--- config.mk ---
export PLATFORM = sky130hd
export DESIGN_NAME = cfg_load_retry
export DESIGN_NICKNAME = d
export VERILOG_FILES = /design/src/rtl/cfg_load_retry_pkg.sv /design/src/rtl/cfg_load_retry_ctrl.sv /design/src/rtl/cfg_load_retry_dp.sv /design/src/rtl/cfg_load_retry.sv
export SDC_FILE = /design/constraint.sdc
export NUM_CORES = 1
export LEC_CHECK = 0
export ABC_CLOCK_PERIOD_IN_PS = 1700
export BUFFER_PORTS_ARGS = -buffer_cell sky130_fd_sc_hd__buf_2
export CORE_ASPECT_RATIO = 1.5
export CORE_MARGIN = 2
export CORE_UTILIZATION = 40
export DETAILED_ROUTE_END_ITERATION = 10
export GPL_ROUTABILITY_DRIVEN = 0
export PLACE_DENSITY = 0.69
export SLEW_MARGIN = 10
export SYNTH_ARGS = -nofsm -noshare
export SYNTH_HDL_FRONTEND = slang
export SYNTH_HIERARCHICAL = 1
export SYNTH_SLANG_ARGS = --single-unit
--- constraint.sdc ---
create_clock -name clk -period 1.7 [get_ports clk]
set_input_delay 0.085 -clock clk [delete_from_list [all_inputs] [get_ports clk]]
set_output_delay 0.085 -clock clk [all_outputs]
set_load 0.01 [all_outputs]
--- src/rtl/cfg_load_retry_pkg.sv ---
package cfg_load_retry_pkg;

  typedef enum logic [1:0] {
    OUT_BUSY = 2'b00,
    OUT_FAIL = 2'b01,
    OUT_OK   = 2'b10
  } loadOutcome_e;

  typedef enum logic [2:0] {
    ST_ARM,
    ST_ISSUE,
    ST_WAIT,
    ST_GAP,
    ST_DONE_OK,
    ST_DONE_FAIL
  } loadState_e;

  // strobes from the sequencer into the datapath
  typedef struct packed {
    logic clear;
    logic incTry;
    logic loadGap;
    logic decGap;
    logic setOk;
    logic setFail;
  } loadStrobes_t;

endpackage

--- src/rtl/cfg_load_retry_ctrl.sv ---
module cfg_load_retry_ctrl
  import cfg_load_retry_pkg::*;
(
  input  logic         clk,
  input  logic         rstN,
  input  logic         masterRst,
  input  logic         respValid,
  input  logic         respErr,
  input  logic         atLimit,
  input  logic         gapZero,
  output logic         reqStart,
  output loadStrobes_t stb
);

  loadState_e state, stateNext;

  always_ff @(posedge clk) begin
    if (!rstN) state <= ST_ARM;
    else       state <= stateNext;
  end

  always_comb begin
    stateNext = state;
    stb       = '0;
    if (masterRst) begin
      stb.clear = 1'b1;
      stateNext = ST_ARM;
    end else begin
      unique case (state)
        ST_ARM:   stateNext = ST_ISSUE;
        ST_ISSUE: begin
          stb.incTry = 1'b1;
          stateNext  = ST_WAIT;
        end
        ST_WAIT: begin
          if (respValid) begin
            if (!respErr) begin
              stb.setOk = 1'b1;
              stateNext = ST_DONE_OK;
            end else if (atLimit) begin
              stb.setFail = 1'b1;
              stateNext   = ST_DONE_FAIL;
            end else begin
              stb.loadGap = 1'b1;
              stateNext   = ST_GAP;
            end
          end
        end
        ST_GAP: begin
          if (gapZero) stateNext = ST_ISSUE;
          else         stb.decGap = 1'b1;
        end
        ST_DONE_OK:   stateNext = ST_DONE_OK;
        ST_DONE_FAIL: stateNext = ST_DONE_FAIL;
        default:      stateNext = ST_ARM;
      endcase
    end
  end

  assign reqStart = (state == ST_ISSUE);

endmodule

--- src/rtl/cfg_load_retry_dp.sv ---
module cfg_load_retry_dp
  import cfg_load_retry_pkg::*;
#(
  parameter int MAX_ATTEMPTS = 64,
  parameter int GAP_CYCLES   = 4,
  parameter int CNT_W        = 6
) (
  input  logic         clk,
  input  logic         rstN,
  input  loadStrobes_t stb,
  output logic         atLimit,
  output logic         gapZero,
  output logic [7:0]   status
);

  localparam int TRY_W   = $clog2(MAX_ATTEMPTS + 1);
  localparam int GAP_W   = (GAP_CYCLES > 1) ? $clog2(GAP_CYCLES) : 1;
  localparam int CNT_MAX = (1 << CNT_W) - 1;

  logic [TRY_W-1:0] tries;
  logic [GAP_W-1:0] gapCnt;
  loadOutcome_e     outcome;
  logic [CNT_W-1:0] countField;

  always_ff @(posedge clk) begin
    if (!rstN || stb.clear) begin
      tries <= '0;
    end else if (stb.incTry && (tries != TRY_W'(MAX_ATTEMPTS))) begin
      tries <= tries + 1'b1;
    end
  end

  always_ff @(posedge clk) begin
    if (!rstN || stb.clear)  gapCnt <= '0;
    else if (stb.loadGap)    gapCnt <= GAP_W'(GAP_CYCLES - 1);
    else if (stb.decGap)     gapCnt <= gapCnt - 1'b1;
  end

  always_ff @(posedge clk) begin
    if (!rstN || stb.clear) outcome <= OUT_BUSY;
    else if (stb.setOk)     outcome <= OUT_OK;
    else if (stb.setFail)   outcome <= OUT_FAIL;
  end

  assign atLimit = (tries == TRY_W'(MAX_ATTEMPTS));
  assign gapZero = (gapCnt == '0);

  generate
    if (MAX_ATTEMPTS > CNT_MAX) begin : g_sat
      assign countField = (tries > TRY_W'(CNT_MAX)) ? CNT_W'(CNT_MAX)
                                                    : tries[CNT_W-1:0];
    end else begin : g_direct
      assign countField = CNT_W'(tries);
    end
  endgenerate

  assign status = {outcome, countField};

endmodule

--- src/rtl/cfg_load_retry.sv ---
module cfg_load_retry
  import cfg_load_retry_pkg::*;
#(
  parameter int MAX_ATTEMPTS = 64,
  parameter int GAP_CYCLES   = 4
) (
  input  logic       clk,
  input  logic       rstN,
  input  logic       masterRst,
  input  logic       respValid,
  input  logic       respErr,
  output logic       reqStart,
  output logic [7:0] status
);

  loadStrobes_t stb;
  logic         atLimit;
  logic         gapZero;

  cfg_load_retry_ctrl u_ctrl (
    .clk       (clk),
    .rstN      (rstN),
    .masterRst (masterRst),
    .respValid (respValid),
    .respErr   (respErr),
    .atLimit   (atLimit),
    .gapZero   (gapZero),
    .reqStart  (reqStart),
    .stb       (stb)
  );

  cfg_load_retry_dp #(
    .MAX_ATTEMPTS (MAX_ATTEMPTS),
    .GAP_CYCLES   (GAP_CYCLES),
    .CNT_W        (6)
  ) u_dp (
    .clk     (clk),
    .rstN    (rstN),
    .stb     (stb),
    .atLimit (atLimit),
    .gapZero (gapZero),
    .status  (status)
  );

endmodule

==> reports/metrics.cfg, run 1 <==
[synth]
synth_area_leaders = dfxtp_1, ha_1, nand2_1, nor2_1, a21oi_1
dominantRegCellSynth = dfxtp_1
ys_seq_area_share_pct = 35.5
synthesis.instances = 95
ys_seq_elements = 14
syn_nets = 103
synth_top_area_cell = dfxtp_1
yosys.area.top_type_share_pct = 35.5
synth_edf_count = 0
synthArstFlopShare_pct = 0
syn_area_per_cell_um2 = 8.31
synth.cell_area_um2 = 790
ys_types = 34
yosys_warnings = 6

[grt]
grt_util_met2_pct = 26.0
busiest_layer = met2
grt_overflow = 0
grt_pass1_vias = 630
use_met1_pct = 18.1
gr-usage-all-layers_pct = 15.8
grt_start_max_net_pins = 10
grt_pass1_wl_um = 2590
grt_util_met3_pct = 2.26
antenna_found_initial = 0

[sta]
max_slew_margin_pct = 75.1
rsz0062_at_grt = true
fmax_ghz = 0.627
slew_viol_final = 0
fin_crit_sh_pct = 93.8
hold_violations = 0
finClkSkew_ns = 0.00627
setup_viol = 0
worstMarginPinSlew_ns = 0.371
fin_crit_ns = 1.60

[clock_tree]
insertion_delay_ns = 0.28
cts_sinks = 14
h-tree-depth = 1
post_cts_buffers = 0
cts_buffer_depth = 2
tritoncts = done
cts_buffers = 3
root_buffer = clkbuf_4
clk_pin_slew_ns = 0.09
cts-hold-fix-buffers = 0

[power]
seqPwrFrac_pct = 54.1
sw_frac_of_total_pct = 22.6
cellLeakagePower_nw = 0.407
vdd_drop_max_mv = 0.397
internal_power_mw = 0.481
design_power_total_mw = 0.621
comb_power_share_pct = 6.8
p_per_area_nw_per_um2 = 664
p_sw_mw = 0.140
clkPwrFrac_pct = 39.1

[route]
drcViolationCount = 0
dr.pass1.iters = 4
route.detailed.wl_per_inst_um = 11.8
drt-total-wl_um = 1590
vias = 692
routed_via_density = 5.16
drt_iter0_markers = 7
antenna_left = 0

[die]
io_pins = 14
initial_core_util_pct = 42.6
die_w_um = 40.3
core_area_um2 = 1850
num_rows = 19
die-area_um2 = 2350
die-height_um = 58.4

[finish]
fillers = 190
stdcell_area_um2 = 936
nets = 122
fin_util_pct = 50.5
drive_gt1_share_pct = 26.5
final-instance-count-excl-fill = 134
antennaDiodeCount = 0
syn2layout_area_growth_pct = 18.5

[worst_setup_path]
r2r_start = u_ctrl/state[0]$_SDFFE_PP0P_
crit_end = u_dp/tries[5]$_SDFFE_PP0P_
critPathLaunchType = register
ff2ff_path_depth = 6
crit_type = reg2reg
startpoint = u_ctrl/state[0]$_SDFFE_PP0P_
worst_r2r_endpoint = u_dp/tries[5]$_SDFFE_PP0P_
max_stage_delay_ns = 0.38
worstPathMaxFanout = 5
critPathSlowestCell = dfxtp_2
crit_arrival_ns = 1.81
crit_path_end_kind = register
crit_chain = inv_1 -> nor4_2 -> buf_4 -> nand4_1 -> or3_1 -> a21oi_1
regToRegSetupSlack_ns = 0.10
cp.required_ns = 1.91

[placed_design]
dpl_cell_area_um2 = 891
dp_cells = 130
dpl.hpwl_um = 1230
port_buffers = 13

[min_path]
hp-class = in2reg

[run]
max-cap-violations = 0

[status]
status = completed

## worst max-delay path: cells and delay by family (launching register included)
family | cells | cell delay [ns]
compound gates | 1 | 0.14
buf+inv | 2 | 0.25
flops | 1 | 0.38
simple gates | 3 | 0.75
## cell usage in the layout, fill, tap and decap left out
master    Yosys  routed
a21boi_0      1       1
nand2b_1      4       4
or2_1         4       4
and3b_1       1       1
nor2_1        9       9
nor4_1        2       1
ha_1          3       3
dfxtp_1      14      12
or3_1         2       2
nand3b_1      1       1
nor3_1        3       3
inv_1         7       7
nand4_1       2       2
mux2i_1       2       2
or3b_1        1       1
xor2_1        3       3
buf_4         1       5
nor2b_1       1       1
a311oi_1      1       1
or2_2         2       2
or4b_4        1       1
o21ai_0       3       3
nand2_1       9       9
and2_1        2       2
dfxtp_2       0       2
nand3b_4      1       1
nor4_2        1       2
a211o_1       1       1
a21oi_1       6       6
clkbuf_8      0       1
buf_2         1      13
a21boi_1      1       1
a31oi_1       1       1
o21a_1        2       2
clkbuf_4      0       3
## metal layers
layer,wire length [µm],up-vias,part of all wire (%)
met2,755,16,48
li1,-,360,-
met5,0,-,0
met1,719,311,45
met4,42,0,2.6
met3,68,5,4.3
## area by class of cell
| cell class | instances | area [µm²] | area share (%) |
|---|---|---|---|
| tap | 21 | 26.3 | 2.81 |
| multi-input combinational | 70 | 462 | 49.3 |
| sequential | 14 | 283 | 30.2 |
| clock buffer | 4 | 36.3 | 3.88 |
| inverter | 7 | 26.3 | 2.81 |
| timing repair buffer | 18 | 103 | 11.0 |
## Yosys cell counts, types with 3 or more instances
library cell and n:
a21oi_1 6, dfxtp_1 14, ha_1 3, inv_1 7, nand2_1 9, nand2b_1 4
nor2_1 9, nor3_1 3, o21ai_0 3, or2_1 4, xor2_1 3
## power groups by stage
stage / Clock (mW) / Sequential (mW) / Combinational, mW
CTS: 0.252 / 0.336 / 0.0416
global placement: 0 / 0.342 / 0.0403
floorplan: 0 / 0.341 / 0.0287
global route: 0.262 / 0.336 / 0.0469
finish: 0.243 / 0.336 / 0.0422
detailed placement: 0 / 0.343 / 0.0414
## repair_timing
action | in CTS | in global routing
pin swaps | 0 | 2
resized for setup | 1 | 2
setup endpoints to repair | 1 | 3
## worst min-delay path by stage
stage,start,to,slack (ns),cells after the start
final,rstN,u_ctrl/state[2]$_SDFFE_PP0P_,0.11,3
after global routing,rstN,u_ctrl/state[2]$_SDFFE_PP0P_,0.12,3
after CTS,rstN,u_ctrl/state[2]$_SDFFE_PP0P_,0.11,3
after detailed placement,rstN,u_ctrl/state[2]$_SDFFE_PP0P_,0.42,3
after global placement,rstN,u_ctrl/state[2]$_SDFFE_PP0P_,0.42,3
after floorplan,rstN,u_ctrl/state[2]$_SDFFE_PP0P_,0.26,2
## kinds of logic after synthesis
family	share of synthesized area [%]
and+or+nand+nor	34.5
muxes	2.54
adders and majority gates	4.75
buffers and inverters	6.81
DFF	35.5
xor gates and xnor gates	3.33
AOI/OAI and AO/OA	12.5
## through the flow
stage / setup WS [ns] / TNS [ns] / hold WS, ns
6_report: 0.105 / 0 / 0.114
5_1_grt: -0.0293 / -0.0345 / 0.122
4_1_cts: 0.0552 / 0 / 0.108
3_5_place_dp: 0.0468 / 0 / 0.420
3_3_place_gp: 0.0984 / 0 / 0.419
2_1_floorplan: 0.0924 / 0 / 0.262
## state kept, by name, indices dropped and copies added (netlist names)
name          count
u_dp/outcome      2
u_dp/gapCnt       2
u_ctrl/state      3
u_dp/tries        7
(Power assumes the default switching activity.)
==> run 2: changes to the inputs <==
--- a/config.mk
+++ b/config.mk
@@ -5,14 +5,14 @@
 export SDC_FILE = /design/constraint.sdc
 export NUM_CORES = 1
 export LEC_CHECK = 0
-export ABC_CLOCK_PERIOD_IN_PS = 1700
+export ABC_CLOCK_PERIOD_IN_PS = 1330
 export BUFFER_PORTS_ARGS = -buffer_cell sky130_fd_sc_hd__buf_2
 export CORE_ASPECT_RATIO = 1.5
 export CORE_MARGIN = 2
 export CORE_UTILIZATION = 40
 export DETAILED_ROUTE_END_ITERATION = 10
 export GPL_ROUTABILITY_DRIVEN = 0
-export PLACE_DENSITY = 0.69
+export PLACE_DENSITY = 0.72
 export SLEW_MARGIN = 10
 export SYNTH_ARGS = -nofsm -noshare
 export SYNTH_HDL_FRONTEND = slang
==> constraint.sdc (replaced) <==
create_clock -name clk -period 1.33 [get_ports clk]
set_input_delay 0.0665 -clock clk [delete_from_list [all_inputs] [get_ports clk]]
set_output_delay 0.0665 -clock clk [all_outputs]
set_load 0.01 [all_outputs]
==> run 2 against run 1 <==
Against the previous run: the run now ends with setup timing left; sequential share of layout area decreased by 4.5 points; first-iteration DRC count rose by 57%; combinational power increased by 69%; via count is 11% higher; total power up 17%; non-clock buffer count up 17; count of clock-buffer cells in the layout is 1 lower; largest cell class unchanged; register-to-register slack got worse by 0.24 ns; flip-flop and latch count did not move; largest power group unchanged; critical path depth shrank 1; core utilization increased by 11 points.
==> reports/metrics.cfg, run 2 (synthesis gave the netlist of run 1 again) <==
[status]
status = finished, violations left
violations = setup timing

[clock_tree]
cts_sinks = 14
root_buffer = clkbuf_4
insertion_delay_ns = 0.27
clk_pin_slew_ns = 0.08
cts_buffers = 3
h-tree-depth = 1
tritoncts = done
cts_buffer_depth = 2

[route]
routed_via_density = 5.12
drt-total-wl_um = 1890
dr.pass1.iters = 4
route.detailed.wl_per_inst_um = 12.6
antenna_left = 0
vias = 768
drt_iter0_markers = 11
drcViolationCount = 0

[finish]
fin_util_pct = 61.9
drive_gt1_share_pct = 54.3
top_regs = u_dp/tries: 7 flops, u_ctrl/state: 3 flops
antennaDiodeCount = 0
multi_input_area_um2 = 548
syn2layout_area_growth_pct = 45.5
seq_area_um2 = 295
nets = 139
layout_commonest_cell = buf_4
largest-register = u_dp/tries
final_cell_mix = buf_4, buf_2, nand2_1, dfxtp_2, nor2_1
largest_reg_flops = 7
fillers = 171

[power]
cellLeakagePower_nw = 0.509
design_power_total_mw = 0.727
internal_power_mw = 0.559
sw_frac_of_total_pct = 23.1
clkPwrFrac_pct = 31.6
comb_power_share_pct = 9.8
vdd_drop_max_mv = 0.524
seqPwrFrac_pct = 58.6
p_sw_mw = 0.168
p_per_area_nw_per_um2 = 633

[grt]
grt_start_max_net_pins = 9
grt_overflow = 0
antenna_found_initial = 0
grt_pass1_vias = 758
gr-usage-all-layers_pct = 19.3
grt_pass1_wl_um = 3130

[sta]
fin_crit_sh_pct = 110
setup_slack_ns = -0.138
fin_crit_ns = 1.47
finClkSkew_ns = 0.000523
hold_slack_ns = 0.128
setup_viol = 8
slew_viol_final = 0
rsz0062_at_grt = true
worstMarginPinSlew_ns = 0.488
max_slew_margin_pct = 67.1
hold_violations = 0
fmax_ghz = 0.681

[worst_setup_path]
crit_path_end_kind = register
crit_arrival_ns = 1.67
worstPathMaxFanout = 2
crit_type = reg2reg
cp.required_ns = 1.53
critPathLaunchType = register

[run]
max-cap-violations = 0

[die]
die_w_um = 40.3
initial_core_util_pct = 42.6
die-area_um2 = 2350
core_area_um2 = 1850
num_rows = 19
io_pins = 14
die-height_um = 58.4

[placed_design]
dpl.hpwl_um = 1340
port_buffers = 13

[min_path]
hp-class = in2reg

-- run 2: cell count changes in the layout (fill, tap and decap cells not counted), moves of 4 or more --
cell,delta
buf_4,+17
dfxtp_1,-8
dfxtp_2,+7
inv_1,-4
inv_2,+4
-- run 2: path summary, 6_finish.rpt --
kind | start | endpoint | slack (ns) | cells after the start
min reg2reg | u_dp/outcome[0]$_SDFFE_PP0P_ | u_dp/outcome[0]$_SDFFE_PP0P_ | 0.50 | 2
max | u_dp/tries[5]$_SDFFE_PP0P_ | u_ctrl/state[2]$_SDFFE_PP0P_ | -0.14 | 5
min | rstN | u_ctrl/state[2]$_SDFFE_PP0P_ | 0.13 | 3
max reg2reg | u_dp/tries[5]$_SDFFE_PP0P_ | u_ctrl/state[2]$_SDFFE_PP0P_ | -0.14 | 5
-- run 2: power by group through the flow --
stage	sequential [mW]	combinational (mW)	clock [mW]
5_1_grt	0.426	0.0773	0.270
3_5_place_dp	0.437	0.0640	0
4_1_cts	0.426	0.0672	0.244
2_1_floorplan	0.436	0.0396	0
6_report	0.426	0.0713	0.230
3_3_place_gp	0.437	0.0625	0
-- run 2: worst max-delay path: stages (launching register included) --
cell      delay, ns
dfxtp_2        0.34
nor4_4         0.28
and2_4         0.18
nand2b_4       0.12
or3b_1         0.35
a21oi_1        0.12
-- run 2: layout make-up --
cell class	instances	area share, %
clock buffer	3	1.96
sequential	14	25.7
timing repair buffer	35	20.0
tap	21	2.29
inverter	7	2.29
multi-input combinational	70	47.7
-- run 2: what timing repair did --
| action | CTS | global route |
|---|---|---|
| resized for setup | 18 | 7 |
| setup endpoints to repair | 12 | 14 |
| pin swaps | 8 | 8 |
| hold buffers | 0 | 0 |
| setup buffers | 1 | 2 |
-- run 2: metrics by stage --
step	area (µm²)	setup WS, ns	TNS, ns	std cells
final	1150	-0.138	-0.599	150
after global routing	1150	-0.208	-1.37	150
after CTS	1110	-0.130	-0.566	148
after detailed placement	1030	-0.147	-0.894	144
after global placement	1030	-0.116	-0.562	144
after floorplan	831	-0.0878	-0.279	95
-- run 2: metal layers --
layer | global-route usage [%] | wire length, µm
met1 | 20.7 | 774
met2 | 33.9 | 1040
met3 | 4.53 | 54
met4 | 8.57 | 24
met5 | 0 | 0
==> run 3: changes to the inputs <==
--- a/config.mk
+++ b/config.mk
@@ -5,6 +5,7 @@
 export SDC_FILE = /design/constraint.sdc
 export NUM_CORES = 1
 export LEC_CHECK = 0
+export ABC_AREA = 1
 export ABC_CLOCK_PERIOD_IN_PS = 1330
 export BUFFER_PORTS_ARGS = -buffer_cell sky130_fd_sc_hd__buf_2
 export CORE_ASPECT_RATIO = 1.5
@@ -12,7 +13,7 @@
 export CORE_UTILIZATION = 40
 export DETAILED_ROUTE_END_ITERATION = 10
 export GPL_ROUTABILITY_DRIVEN = 0
-export PLACE_DENSITY = 0.72
+export PLACE_DENSITY = 0.71
 export SLEW_MARGIN = 10
 export SYNTH_ARGS = -nofsm -noshare
 export SYNTH_HDL_FRONTEND = slang
==> run 3 against run 2 <==
Against the previous run: the run still ends with setup timing left; via count increased by 26%; clock skew increased by 0.0047 ns; first-iteration DRC count decreased by 45%; global-route usage decreased by 0.47 points; clock power increased by 2%; critical path depth increased by 6; setup slack improved by 0.044 ns; sequential power increased by 1%; die area increased by 12%; critical endpoint is now u_dp/outcome[1]$_SDFFE_PP0P_; largest cell class unchanged.
==> reports/metrics.cfg, run 3 <==
[grt]
grt_pass1_vias = 952
grt_pass1_wl_um = 3800
grt_start_max_net_pins = 10
gr-usage-all-layers_pct = 18.9
grt_overflow = 0
antenna_found_initial = 0

[die]
io_pins = 14
die-area_um2 = 2650
die-height_um = 62
initial_core_util_pct = 41.1
num_rows = 21
core_area_um2 = 2180
die_w_um = 42.7

[synth]
syn_area_per_cell_um2 = 6.60
synth_common_cells = inv_1, nand2_1, nor2_1
syn_nets = 144
synthesis.instances = 136
yosys.area.top_type_share_pct = 31.2
dominantRegCellSynth = dfxtp_1
synthArstFlopShare_pct = 0
yosys_warnings = 6
synth_top_area_cell = dfxtp_1
ys_seq_area_share_pct = 31.2
synth_edf_count = 0
synth_area_leaders = dfxtp_1, inv_1, nand2_1, nor2_1, nand3_1
ys_types = 23
synth.cell_area_um2 = 897
ys_seq_elements = 14

[sta]
worstMarginPinSlew_ns = 0.355
setup_slack_ns = -0.0942
max_slew_margin_pct = 76.3
fin_crit_sh_pct = 107
finClkSkew_ns = 0.00518
fin_crit_ns = 1.42
rsz0062_at_grt = true
hold_slack_ns = 0.0980
fmax_ghz = 0.702
hold_violations = 0
setup_viol = 7
slew_viol_final = 0

[finish]
final_cell_mix = nand2_1, inv_1, nor2_1
final-instance-count-excl-fill = 192
drive_gt1_share_pct = 46.2
nets = 179
layout_commonest_cell = nand2_1
syn2layout_area_growth_pct = 43.0
fillers = 199
antennaDiodeCount = 0
largest_reg_flops = 7
largest-register = u_dp/tries
top_regs = u_dp/tries: 7 flops, u_ctrl/state: 3 flops

[clock_tree]
clk_pin_slew_ns = 0.08
tritoncts = done
cts_sinks = 14
h-tree-depth = 1
root_buffer = clkbuf_4
cts_buffers = 3
insertion_delay_ns = 0.27
cts_buffer_depth = 2
cts-hold-fix-buffers = 0

[min_path]
hp-class = in2reg

[worst_setup_path]
crit_arrival_ns = 1.59
crit_buf_inv = 4
critPathSlowestCell = dfxtp_2
crit_type = reg2reg
critPathLaunchType = register
max_stage_delay_ns = 0.33
crit_path_end_kind = register
worstPathMaxFanout = 2
crit_chain = inv_2 -> ha_4 -> nand2_4 -> inv_4 -> nand3_4 -> inv_4 -> nand3_2 -> nor3_2 -> inv_1 -> a21oi_2 -> nor2_1
critPathMostFrequentCell = inv_4
cp.required_ns = 1.50
cp_top_family = simple AND/OR/NAND/NOR gates

[route]
dr.pass1.iters = 4
antenna_left = 0
routed_via_density = 5.04
route.detailed.wl_per_inst_um = 11.6
vias = 968
drcViolationCount = 0
drt-total-wl_um = 2230
drt_iter0_markers = 6

[power]
cellLeakagePower_nw = 0.617
p_per_area_nw_per_um2 = 594
vdd_drop_max_mv = 0.490

[status]
status = finished, violations left
violations = setup timing

[placed_design]
dp_cells = 182
dpl.hpwl_um = 1620
port_buffers = 13

[run]
max-cap-violations = 0

run 3: changes by cell type after synthesis, moves of 9 or more:
cell / delta
inv_1: +18
nand2_1: +16
nor2_1: +11
nand3_1: +9
run 3: worst paths after layout:
| kind | startpoint | end | slack (ns) | cells after the start |
|---|---|---|---|---|
| min reg2reg | u_dp/outcome[1]$_SDFFE_PP0P_ | u_dp/outcome[1]$_SDFFE_PP0P_ | 0.53 | 2 |
| max | u_dp/tries[0]$_SDFFE_PP0P_ | u_dp/outcome[1]$_SDFFE_PP0P_ | -0.09 | 11 |
| min | rstN | u_ctrl/state[0]$_SDFFE_PP0P_ | 0.1 | 3 |
| max reg2reg | u_dp/tries[0]$_SDFFE_PP0P_ | u_dp/outcome[1]$_SDFFE_PP0P_ | -0.09 | 11 |
run 3: layout make-up:
type | count | area (µm²) | share of cell area, %
Multi-Input combinational cell | 92 | 613 | 47.8
Inverter | 28 | 110 | 8.59
Timing Repair Buffer | 32 | 219 | 17.1
Tap cell | 23 | 28.8 | 2.24
Sequential cell | 14 | 289 | 22.5
Clock buffer | 3 | 22.5 | 1.76
run 3: cells by family (layout without fill, tap and decap cells):
| kind of cell | count (synthesis) | in the layout | share of synthesized area (%) |
|---|---|---|---|
| flops | 14 | 14 | 31.2 |
| simple gates | 73 | 73 | 40.0 |
| fa+ha+maj | 3 | 3 | 4.18 |
| xor+xnor | 1 | 1 | 0.976 |
| compound gates | 15 | 15 | 9.76 |
| buf+inv | 30 | 63 | 13.8 |
run 3: worst min-delay path: stages:
cell	delay (ns)
buf_2	0.11
nand2_1	0.13
a21oi_2	0.04
run 3: routing by layer:
metal	up-vias	global-route usage, %	routed length (µm)
li1	498	-	-
met1	447	19.2	846
met2	17	37.2	1270
met3	6	2.31	64
met4	0	9.82	51
met5	-	0	0
run 3: where the power goes:
group	switching, mW	internal [mW]
clock	0.129	0.105
sequential	0.00696	0.425
combinational	0.0583	0.0389
run 3: what timing repair did:
action,4_1_cts,5_1_grt
pin swaps,11,15
setup buffers,6,3
endpoints found under the setup margin,10,18
gates resized for setup,17,18
gates cloned,0,0
hold endpoints to repair,0,0
run 3: per-stage QoR:
stage	setup TNS, ns	worst slack [ns]	area [µm²]	power (mW)	util, %
2_1_floorplan	-0.0368	-0.0190	910	0.492	-
3_3_place_gp	-0.00465	-0.00465	1070	0.522	49.3
3_5_place_dp	-0.130	-0.0730	1070	0.523	49.3
4_1_cts	-0.271	-0.0389	1210	0.760	55.6
5_1_grt	-1.50	-0.214	1280	0.803	58.8
6_report	-0.403	-0.0942	1280	0.762	58.8
